`src/rtl/tdm_dist_pkg.sv`:
```
package tdm_dist_pkg;

    localparam int DATA_W    = 16;
    localparam int BX_W      = 12;
    localparam int MAX_NODES = 16;
    localparam int NODE_W    = $clog2(MAX_NODES);

    typedef logic [DATA_W-1:0]    word_t;
    typedef logic [BX_W-1:0]      bx_t;
    typedef logic [NODE_W-1:0]    node_t;
    typedef logic [MAX_NODES-1:0] mask_t;

    // One output beat of a node port
    typedef struct packed {
        logic  vld;
        logic  first;
        node_t node;
        bx_t   bx;
        word_t data;
    } out_beat_t;

    // Lowest index with its bit set (0 when none set)
    function automatic node_t lowest_set(input mask_t m);
        node_t r;
        r = '0;
        for (int i = MAX_NODES - 1; i >= 0; i--) begin
            if (m[i]) r = node_t'(i);
        end
        return r;
    endfunction

    // Successor of a slot in a ring of n nodes
    function automatic node_t ring_next(input node_t s, input int n);
        return (int'(s) == n - 1) ? '0 : node_t'(s + 1'b1);
    endfunction

endpackage

```
`src/rtl/tdm_rotator.sv`:
```
module tdm_rotator
    import tdm_dist_pkg::*;
#(
    parameter int NODES       = 10,
    parameter int FRAME_WORDS = 8,
    localparam int IDX_W      = (FRAME_WORDS > 1) ? $clog2(FRAME_WORDS) : 1
) (
    input  logic             clk,
    input  logic             rst,
    input  logic             in_valid,
    input  logic             in_first,
    output logic             wr_go,
    output node_t            wr_slot,
    output logic [IDX_W-1:0] wr_idx,
    output logic             wr_last
);

    node_t            ptr;
    node_t            cur_slot;
    logic [IDX_W-1:0] widx;
    logic             in_frame;

    always_comb begin
        wr_go   = in_valid && (in_first || in_frame);
        wr_slot = in_first ? ptr : cur_slot;
        wr_idx  = in_first ? '0 : widx;
        wr_last = wr_go && (wr_idx == IDX_W'(FRAME_WORDS - 1));
    end

    always_ff @(posedge clk) begin
        if (rst) begin
            ptr      <= '0;
            cur_slot <= '0;
            widx     <= '0;
            in_frame <= 1'b0;
        end else if (in_valid && in_first) begin
            cur_slot <= ptr;
            ptr      <= ring_next(ptr, NODES);
            widx     <= IDX_W'(1);
            in_frame <= (FRAME_WORDS > 1);
        end else if (wr_go) begin
            if (wr_last) in_frame <= 1'b0;
            else         widx     <= widx + 1'b1;
        end
    end

    // The rotation pointer never leaves the ring
    assert_ptr_in_ring_R1: assert property (@(posedge clk) disable iff (rst)
        int'(ptr) < NODES);

    // A crossing strobe always steps the pointer to another node
    assert_ptr_steps_R1: assert property (@(posedge clk) disable iff (rst)
        (in_valid && in_first) |=> (ptr != $past(ptr)));

endmodule

```
`src/rtl/tdm_failover.sv`:
```
module tdm_failover
    import tdm_dist_pkg::*;
#(
    parameter int NODES = 10
) (
    input  logic             clk,
    input  logic             rst,
    input  logic             wr_go,
    input  node_t            wr_slot,
    input  logic [NODES-1:0] fail_mask,
    output logic [NODES-1:0] node_we,
    output logic             bak_we,
    output node_t            bak_tag,
    output logic             dual_fail
);

    mask_t padded;
    logic  any_fail;

    always_comb begin
        padded    = mask_t'(fail_mask);
        any_fail  = |fail_mask;
        bak_tag   = lowest_set(padded);
        dual_fail = ($countones(fail_mask) > 1);
        bak_we    = wr_go && any_fail && (wr_slot == bak_tag);
    end

    for (genvar k = 0; k < NODES; k++) begin : g_we
        assign node_we[k] = wr_go && (wr_slot == node_t'(k)) && !fail_mask[k];
    end

    // A frame word is written to at most one port
    assert_single_dest_R1: assert property (@(posedge clk) disable iff (rst)
        $onehot0({node_we, bak_we}));

    // A failed node never takes a write
    assert_failed_silent_R6: assert property (@(posedge clk) disable iff (rst)
        (node_we & fail_mask) == '0);

    // With two failures, a write to the backup serves only the lowest index
    assert_drop_second_R8: assert property (@(posedge clk) disable iff (rst)
        (dual_fail && bak_we) |-> fail_mask[wr_slot]);

endmodule

```
`src/rtl/tdm_port.sv`:
```
module tdm_port
    import tdm_dist_pkg::*;
#(
    parameter int NODES       = 10,
    parameter int FRAME_WORDS = 8,
    localparam int IDX_W      = (FRAME_WORDS > 1) ? $clog2(FRAME_WORDS) : 1,
    localparam int DIV_W      = (NODES > 1) ? $clog2(NODES) : 1
) (
    input  logic             clk,
    input  logic             rst,
    input  logic             we,
    input  logic [IDX_W-1:0] widx,
    input  logic             wlast,
    input  word_t            wdata,
    input  bx_t              wbx,
    input  node_t            tag,
    output out_beat_t        beat
);

    word_t            mem [2][FRAME_WORDS];
    bx_t              bank_bx  [2];
    node_t            bank_tag [2];
    logic             wbank;
    logic             rbank;
    logic             rd_on;
    logic [DIV_W-1:0] div;
    logic [IDX_W-1:0] ridx;

    // Frame storage: writes land in the bank not being read
    always_ff @(posedge clk) begin
        if (we) begin
            mem[wbank][widx] <= wdata;
            if (widx == '0) begin
                bank_bx[wbank]  <= wbx;
                bank_tag[wbank] <= tag;
            end
        end
    end

    // Bank swap and slowed readout: one word every NODES cycles
    always_ff @(posedge clk) begin
        if (rst) begin
            wbank <= 1'b0;
            rbank <= 1'b0;
            rd_on <= 1'b0;
            div   <= '0;
            ridx  <= '0;
            beat  <= '0;
        end else begin
            beat <= '0;
            if (rd_on) begin
                if (div == '0) begin
                    beat.vld   <= 1'b1;
                    beat.first <= (ridx == '0);
                    beat.node  <= bank_tag[rbank];
                    beat.bx    <= bank_bx[rbank];
                    beat.data  <= mem[rbank][ridx];
                end
                if (div == DIV_W'(NODES - 1)) begin
                    div <= '0;
                    if (ridx == IDX_W'(FRAME_WORDS - 1)) rd_on <= 1'b0;
                    else                                 ridx  <= ridx + 1'b1;
                end else begin
                    div <= div + 1'b1;
                end
            end
            if (we && wlast) begin
                wbank <= ~wbank;
                rbank <= wbank;
                rd_on <= 1'b1;
                div   <= '0;
                ridx  <= '0;
            end
        end
    end

    // Output words are never adjacent
    assert_word_spacing_R2: assert property (@(posedge clk) disable iff (rst)
        beat.vld |=> !beat.vld);

    // The first flag only rides on a valid word
    assert_first_valid_R2: assert property (@(posedge clk) disable iff (rst)
        beat.first |-> beat.vld);

    // Idle beats carry no data or crossing number
    assert_idle_zero_R10: assert property (@(posedge clk) disable iff (rst)
        !beat.vld |-> (beat.data == '0 && beat.bx == '0));

    // A new frame never completes while the previous one is still mid-readout
    assert_no_overrun_R5: assert property (@(posedge clk) disable iff (rst)
        (we && wlast) |-> (!rd_on || (ridx == IDX_W'(FRAME_WORDS - 1))));

endmodule

```
`src/rtl/tdm_event_distributor.sv`:
```
module tdm_event_distributor
    import tdm_dist_pkg::*;
#(
    parameter int NODES       = 10,
    parameter int FRAME_WORDS = 8,
    localparam int IDX_W      = (FRAME_WORDS > 1) ? $clog2(FRAME_WORDS) : 1
) (
    input  logic                     clk,
    input  logic                     rst,
    input  logic                     in_valid,
    input  logic                     in_first,
    input  logic [BX_W-1:0]          in_bx,
    input  logic [DATA_W-1:0]        in_data,
    input  logic [NODES-1:0]         fail_mask,
    output logic [NODES-1:0]         node_valid,
    output logic [NODES-1:0]         node_first,
    output logic [NODES*BX_W-1:0]    node_bx,
    output logic [NODES*DATA_W-1:0]  node_data,
    output logic                     bak_valid,
    output logic                     bak_first,
    output logic [BX_W-1:0]          bak_bx,
    output logic [DATA_W-1:0]        bak_data,
    output logic [NODE_W-1:0]        bak_node,
    output logic                     fail_err
);

    logic             wr_go;
    node_t            wr_slot;
    logic [IDX_W-1:0] wr_idx;
    logic             wr_last;
    logic [NODES-1:0] node_we;
    logic             bak_we;
    node_t            bak_tag;
    out_beat_t        beat [NODES];
    out_beat_t        bak_beat;

    tdm_rotator #(.NODES(NODES), .FRAME_WORDS(FRAME_WORDS)) u_rot (
        .clk      (clk),
        .rst      (rst),
        .in_valid (in_valid),
        .in_first (in_first),
        .wr_go    (wr_go),
        .wr_slot  (wr_slot),
        .wr_idx   (wr_idx),
        .wr_last  (wr_last)
    );

    tdm_failover #(.NODES(NODES)) u_fo (
        .clk       (clk),
        .rst       (rst),
        .wr_go     (wr_go),
        .wr_slot   (wr_slot),
        .fail_mask (fail_mask),
        .node_we   (node_we),
        .bak_we    (bak_we),
        .bak_tag   (bak_tag),
        .dual_fail (fail_err)
    );

    for (genvar k = 0; k < NODES; k++) begin : g_node
        tdm_port #(.NODES(NODES), .FRAME_WORDS(FRAME_WORDS)) u_port (
            .clk   (clk),
            .rst   (rst),
            .we    (node_we[k]),
            .widx  (wr_idx),
            .wlast (wr_last),
            .wdata (in_data),
            .wbx   (in_bx),
            .tag   (node_t'(k)),
            .beat  (beat[k])
        );
        assign node_valid[k]                   = beat[k].vld;
        assign node_first[k]                   = beat[k].first;
        assign node_bx[k*BX_W +: BX_W]         = beat[k].bx;
        assign node_data[k*DATA_W +: DATA_W]   = beat[k].data;
    end

    tdm_port #(.NODES(NODES), .FRAME_WORDS(FRAME_WORDS)) u_bak (
        .clk   (clk),
        .rst   (rst),
        .we    (bak_we),
        .widx  (wr_idx),
        .wlast (wr_last),
        .wdata (in_data),
        .wbx   (in_bx),
        .tag   (bak_tag),
        .beat  (bak_beat)
    );

    assign bak_valid = bak_beat.vld;
    assign bak_first = bak_beat.first;
    assign bak_bx    = bak_beat.bx;
    assign bak_data  = bak_beat.data;
    assign bak_node  = bak_beat.node;

    // Reset leaves every port silent on the next cycle
    assert_reset_quiet_R9: assert property (@(posedge clk)
        $past(rst) |-> (node_valid == '0 && !bak_valid));

endmodule

```
`config.mk`:
```
export PLATFORM = sky130hd
export DESIGN_NAME = tdm_event_distributor
export DESIGN_NICKNAME = d
export VERILOG_FILES = /design/src/rtl/tdm_dist_pkg.sv /design/src/rtl/tdm_rotator.sv /design/src/rtl/tdm_failover.sv /design/src/rtl/tdm_port.sv /design/src/rtl/tdm_event_distributor.sv
export SDC_FILE = /design/constraint.sdc
export NUM_CORES = 2
export LEC_CHECK = 0
export CORE_ASPECT_RATIO = 1.25
export CORE_MARGIN = 2
export CORE_UTILIZATION = 50
export CTS_BUF_LIST = sky130_fd_sc_hd__clkbuf_8
export CTS_CLUSTER_SIZE = 30
export DETAILED_ROUTE_END_ITERATION = 10
export PLACE_DENSITY = 0.72
export SLEW_MARGIN = 20
export SYNTH_ARGS = -nofsm -noshare
export SYNTH_HDL_FRONTEND = slang
export SYNTH_SLANG_ARGS = --single-unit
export TNS_END_PERCENT = 100
```
`constraint.sdc`:
```
create_clock -name clk -period 6.1 [get_ports clk]
set_clock_uncertainty 0.2 [all_clocks]
set_input_delay 0.915 -clock clk [delete_from_list [all_inputs] [get_ports clk]]
set_output_delay 0.915 -clock clk [all_outputs]
set_load 0.01 [all_outputs]
```
======== Yosys cells after proc, flatten, opt, wreduce, memory -nomap -nowiden ========
Memory sizes are Yosys's and may differ from the RTL's. A register that Yosys moved wholly into a read port is not among the register bits.
Cells that the tools add are included.
word-level totals
  register bits ........................... 456
  bits in writable memories ............... 3,088
  input port bits ......................... 42
  output and inout bits ................... 335
  word-level logic and storage cells ...... 601
  memories kept ........................... 23
operators by class
  add/sub/neg operators ................... 33
  magnitude comparators ................... 14
  eq/ne operators ......................... 35
  muxes and demuxes ....................... 211
  bitwise logic cells ..................... 57
  reductions and logical operators ........ 123
memory list
  name                  words  width  read ports  clocked after memory_dff  wr ports  RTL line        RTL
  g_node[0].u_port.mem  2      128    1           1                         1         tdm_port.sv:20  word_t mem [2][FRAME_WORDS];
  g_node[1].u_port.mem  2      128    1           1                         1         tdm_port.sv:20
  g_node[2].u_port.mem  2      128    1           1                         1         tdm_port.sv:20
  g_node[3].u_port.mem  2      128    1           1                         1         tdm_port.sv:20
  g_node[4].u_port.mem  2      128    1           1                         1         tdm_port.sv:20
  g_node[5].u_port.mem  2      128    1           1                         1         tdm_port.sv:20
  17 more memories      n/a    n/a    n/a         n/a                       n/a       n/a
operator list
  kind                                                 count
  two-way mux 128 bit                                  11
  binary-select mux 16 bit (select 3 bit)              11
  two-way mux 34 bit                                   11
  two-way mux 16 bit                                   23
  two-way mux 1 bit                                    130
  adder 32 bit                                         4
  two-way mux 4 bit                                    23
  == test 4 bit, second input constant                 14
  adder 4 x 1 -> 4 bit, second input constant          12
  demux 16 bit (select 3 bit)                          1
  >= comparator 4 bit, second input constant           12
  zero test 4 bit                                      12
  NOT 3 -> 4 bit                                       12
  OR reduction 2 bit                                   23
  NOT 1 bit                                            45
  logical AND 1 bit                                    37
  adder 3 x 1 -> 3 bit, second input constant          12
  == test 3 bit, second input constant                 12
  zero test 3 bit                                      12
  AND reduction 3 bit                                  11
  OR reduction 3 bit                                   11
  > comparator 32 x 2 -> 1 bit, second input constant  1
  == test 4 x 3 -> 1 bit, second input constant        4
  adder 1 x 1 -> 2 bit                                 5
  11 further kinds                                     24

======== Logic depth before layout (Yosys ltp) ========
  depth after elaboration ................. 15
  mapped depth ............................ 12
  mapped depth without buffers ............ 12

======== By module ========
Synthesis repeated with hierarchy kept, for this count alone.
second synthesis, totals
  cells, all modules ...................... 6,686
  area, all modules ....................... 137,201.6 sq um
modules (own cells, without submodules)
  module                 times used  cells an instance  area an instance (sq um)  seq. area each (sq um)
  tdm_port               11          595                12,369.4                  9,549.2
  tdm_rotator            1           68                 613.1                     240.2
  tdm_failover           1           71                 518.0                     0.0
  tdm_event_distributor  1           2                  7.5                       0.0

======== Least setup slack after synthesis ========
OpenSTA, ideal clock, no wires.
  path kind ............................... input -> output
  from .................................... input fail_mask[8]
  to ...................................... output fail_err
  data arrival time ....................... 3.400 ns
  data required time ...................... 4.985 ns
  setup slack ............................. 1.585 ns
  stages .................................. 12
  buffers on the path ..................... 0
  path through ............................ inv_1 ha_1 inv_1 fa_1 fa_1 inv_1 fa_1 inv_1 fa_1 a211oi_1 mux2_2 nand3b_1
between the ends
  longest elaborated chain between the ends .. 3
ends and longest elaborated chain
  element                                     RTL line                     RTL
  start, declared                             tdm_event_distributor.sv:14  input logic [NODES-1:0] fail_mask,
  adder 1 x 1 -> 2 bit (not written as such)  tdm_failover.sv:24           dual_fail = ($countones(fail_mask) > 1);
  adder 32 bit (not written as such)          tdm_failover.sv:24
  > comparator 32 x 2 -> 1 bit                tdm_failover.sv:24
  end, declared                               tdm_event_distributor.sv:24  output logic fail_err
Every way passes these cells.

======== Worst setup path after layout ========
  from .................................... input fail_mask[9]
  to ...................................... output fail_err
The elaborated chain is that of the path after synthesis.

==> results.txt <==
----------------------------------------------------
[Status]
  Result of the run ... completed

[CTS]
  Root buffer selected by CTS ... sky130_fd_sc_hd__clkbuf_8
  Clock Pin Slew Worst Setup and Hold Paths ... 0.06 ns
  Clock tree from TritonCTS ... built
  Post-cts gate resize count ... 0
  Worst-case clock buffer depth ... 4
  Skew-Pair Late Insertion Delay ... 1.02 ns
  Clock sink count ... 3555
  Count of hold-fix buffers inserted at cts ... 0
  Setup fix buffers added after clock tree synthesis ... 0
  Total clock buffers created by CTS ... 542
  Number of H-tree levels ... 6

[Critical path]
  FF-to-FF path depth ... 5
  Arrival time at the worst endpoint ... 4.63 ns
  Start point of the critical path ... fail_mask[9]
  Destination of the worst register-to-register timing path ... g_node[8].u_port.bank_bx[0][2]
  Kind of critical path ... primary input to output pin
  R2R Setup Slk ... 2.43 ns
  Capturing element of the worst setup path ... fail_err
  CP Data Required Time ... 4.98 ns
  Top fanout value on the critical path ... 4
  Crit. End Element ... output pin
  Kind of start point of the critical path ... primary input
  Critical register-to-register path startpoint ... u_rot.ptr[1]

[Detailed routing]
  Violation count after the first detailed-route iteration ... 7340
  DRC violation count after routing ... 0
  Number of nets still failing antenna checks after routing ... 0
  First-pass detailed-route iteration total ... 6
  Wire length per cell after detailed routing ... 28.4 µm
  Final routed wirelength across all metal layers ... 310 mm
  Total number of vias ... 63.5k
  Detail-routed via count per cell ... 5.81

[Placed design]
  Routability cong. ... 0.823
  Detailed placement HPWL ... 189 mm
  Total placed cells including tap cells ... 9930
  Count of buffers from port buffering ... 376

[Pwr]
  Leakage ... 47.7 nW
  Ratio of total power to cell area ... 305 nW/µm²
  Maximum vdd drop ... 170 µV

[Yosys]
  Top post-synthesis cells by area ... sky130_fd_sc_hd__edfxtp_1, sky130_fd_sc_hd__mux4_2, sky130_fd_sc_hd__dfxtp_1, sky130_fd_sc_hd__nor2_1, sky130_fd_sc_hd__mux2i_1
  Sequential cell area fraction in the yosys report ... 0.780
  Flip-flop and latch count after synthesis ... around 3.6k
  Post-Syn Area ... 131000 µm²
  Top_reg_cell synth ... sky130_fd_sc_hd__edfxtp_1
  Fraction of synthesis flops using an asynchronous set or reset pin ... 0
  Avg Inst Size Synth ... 21.7 µm²
  Most area-hungry cell type in the Yosys netlist ... sky130_fd_sc_hd__edfxtp_1
  Unique cell type count in the Yosys netlist ... 51
  Net count after synthesis ... 6129
  Most common cell in the synthesized netlist ... sky130_fd_sc_hd__edfxtp_1
  Number of enable flip-flop cells after synthesis ... 3088
  Synth cell count leaders ... sky130_fd_sc_hd__edfxtp_1, sky130_fd_sc_hd__mux4_2, sky130_fd_sc_hd__dfxtp_1
  Top cell type's share of synthesized area ... 0.709
  Number of cells produced by synthesis ... between 6k and 7k
  Total number of yosys warnings ... 0

[Finish]
  Count of placed standard cells in the final layout, fillers left out ... 10.9k
  Layout-stage area growth over the synthesis result ... 15.2%
  Fraction of layout cells with a size suffix above 1 ... 0.268
  Count of nets after finishing ... 7076
  Number of filler cells placed in the layout ... 18.8k

[Global routing]
  Maximum number of pins on one net before global-route repair ... 118
  Total gr overflow ... 0
  Overall global routing resource usage ... 0.233
  Wire length of the first global-routing pass ... between 400 and 500 mm
  Antenna violations before repair ... 19
  Number of global-route vias before repair ... 64.7k

[STA]
  Total negative setup slack ... 0 ns
  Count of endpoints failing setup in the final report ... 0
  RSZ-0062 raised after global routing ... no
  Final worst path period share ... 0.942
  Remaining max-slew budget at the tightest pin ... 0.245
  Max Fclk ... 0.174 GHz
  Count of final max-slew check failures ... 0
  Min cycle time layout ... 5.75 ns
  Measured slew at the worst slew-check pin ... 1.13 ns
  Final hold violations ... 0

[Die]
  Core Rows ... between 200 and 250
  Ports ... 377
  Die Height ... 576 µm
  Die Span X ... ~460 µm
  Area of the die ... 266000 µm²
  Starting utilization of the core area ... 0.501
  Core outline area ... 261000 µm²

[Min path]
  Min-Delay Path Class ... primary input to flip-flop

[Flow run]
  Number of maximum-capacitance constraint violations ... 0

----------------------------------------------------
[area by class of cell]
| cell class | instances | area (µm²) | share of cell area |
|---|---|---|---|
| sequential | 3555 | 102000 | 0.677 |
| multi-input combinational | 2125 | 27500 | 0.182 |
| clock buffer | 602 | 8290 | 0.0549 |
| timing repair buffer | 685 | 6130 | 0.0406 |
| tap | 3498 | 4380 | 0.0290 |
| clock inverter | 371 | 2110 | 0.0140 |
| inverter | 70 | 263 | 0.00174 |
| antenna | 13 | 32.5 | 0.000216 |
[cells in the final DEF, fill, tap and decap left out, types with 27 or more instances in the layout]
cell	Yosys	routed
sky130_fd_sc_hd__nor3b_1	27	27
sky130_fd_sc_hd__buf_4	0	305
sky130_fd_sc_hd__inv_1	63	236
sky130_fd_sc_hd__clkinv_1	0	86
sky130_fd_sc_hd__nor2_1	440	436
sky130_fd_sc_hd__xnor2_1	29	29
sky130_fd_sc_hd__clkbuf_8	0	603
sky130_fd_sc_hd__mux4_2	880	880
sky130_fd_sc_hd__a21oi_1	54	54
sky130_fd_sc_hd__nor2b_1	205	205
sky130_fd_sc_hd__o21ai_0	36	36
sky130_fd_sc_hd__nand3_1	37	36
sky130_fd_sc_hd__nand2_1	73	68
sky130_fd_sc_hd__mux2i_1	163	163
sky130_fd_sc_hd__edfxtp_1	3088	3088
sky130_fd_sc_hd__clkinv_2	0	55
sky130_fd_sc_hd__clkdlybuf4s50_1	0	347
sky130_fd_sc_hd__ha_1	49	49
sky130_fd_sc_hd__dfxtp_1	467	442
[power by group]
part	switching [W]	internal, W
registers	0.00000875	0.0264
clock network	0.00906	0.00983
logic	0.000571	0.000113
total	0.00964	0.0364
[worst min-delay path by stage]
stage / start / to / slack, ns / depth (start not counted)
2_1_floorplan: g_node[5].u_port.rbank / flip-flop / 0.24 / 2
3_3_place_gp: g_node[8].u_port.rbank / flip-flop / 0.23 / 2
3_5_place_dp: g_node[7].u_port.rbank / flip-flop / 0.24 / 2
4_1_cts: in_data[8] / g_node[0].u_port.mem[1][120] / 0.03 / 1
5_1_grt: in_data[8] / g_node[0].u_port.mem[1][120] / 0.05 / 1
6_report: in_data[8] / g_node[0].u_port.mem[1][120] / 0.12 / 1
[per-stage QoR]
| stage | instance area, µm² | hold slack, ns | util | total power, W | setup slack, ns |
|---|---|---|---|---|---|
| final | 151000 | 0.115 | 0.577 | 0.0460 | 0.354 |
| after global routing | 151000 | 0.0547 | 0.577 | 0.0474 | 0.150 |
| after CTS | 151000 | 0.0251 | 0.577 | 0.0464 | 0.362 |
| after detailed placement | 140000 | 0.240 | 0.537 | 0.0276 | 0.371 |
| after global placement | 140000 | 0.232 | 0.537 | 0.0276 | 0.309 |
| after floorplan | 131000 | 0.236 | - | 0.0271 | 1.58 |
[flip-flops by register name, indices dropped and copies added, names as in the netlist, 24 cells and up, named ones only]
name	cells
g_node.u_port.bank_bx	240
u_bak.mem	256
u_bak.beat	34
g_node.u_port.ridx	30
g_node.u_port.beat	300
g_node.u_port.div	40
u_bak.bank_bx	24
g_node.u_port.mem	2560
[critical path, cell delays in order]
cell and delay, ns:
sky130_fd_sc_hd__clkdlybuf4s50_1 0.59, sky130_fd_sc_hd__inv_1 0.09, sky130_fd_sc_hd__ha_1 0.28, sky130_fd_sc_hd__inv_1 0.05, sky130_fd_sc_hd__fa_1 0.50, sky130_fd_sc_hd__fa_1 0.55
sky130_fd_sc_hd__inv_1 0.05, sky130_fd_sc_hd__fa_1 0.41, sky130_fd_sc_hd__inv_1 0.08, sky130_fd_sc_hd__fa_1 0.18, sky130_fd_sc_hd__a211oi_1 0.05, sky130_fd_sc_hd__mux2_2 0.26
sky130_fd_sc_hd__nand3b_1 0.09, sky130_fd_sc_hd__clkdlybuf4s50_1 0.54
[routing by layer]
metal	GRT usage	vias up	routed length, µm
met2	0.377	3194	154000
li1	-	26400	-
met4	0.0759	2	9160
met1	0.322	33400	119000
met3	0.0446	495	27600
met5	0	-	13
[logic make-up (layout without fill, tap and decap cells)]
family | after synthesis | after routing | synth area share
multiplexers | 1045 | 1045 | 0.164
AO/OA/AOI/OAI | 108 | 108 | 0.00449
flip-flops | 3555 | 3555 | 0.780
XOR/XNOR | 47 | 47 | 0.00315
buffers and inverters | 352 | 1728 | 0.0106
adder cells (fa/ha/maj) | 55 | 55 | 0.00560
other | 0 | 13 | 0
AND/OR/NAND/NOR | 870 | 870 | 0.0321
No activity file was read; power rests on OpenSTA's default activity.
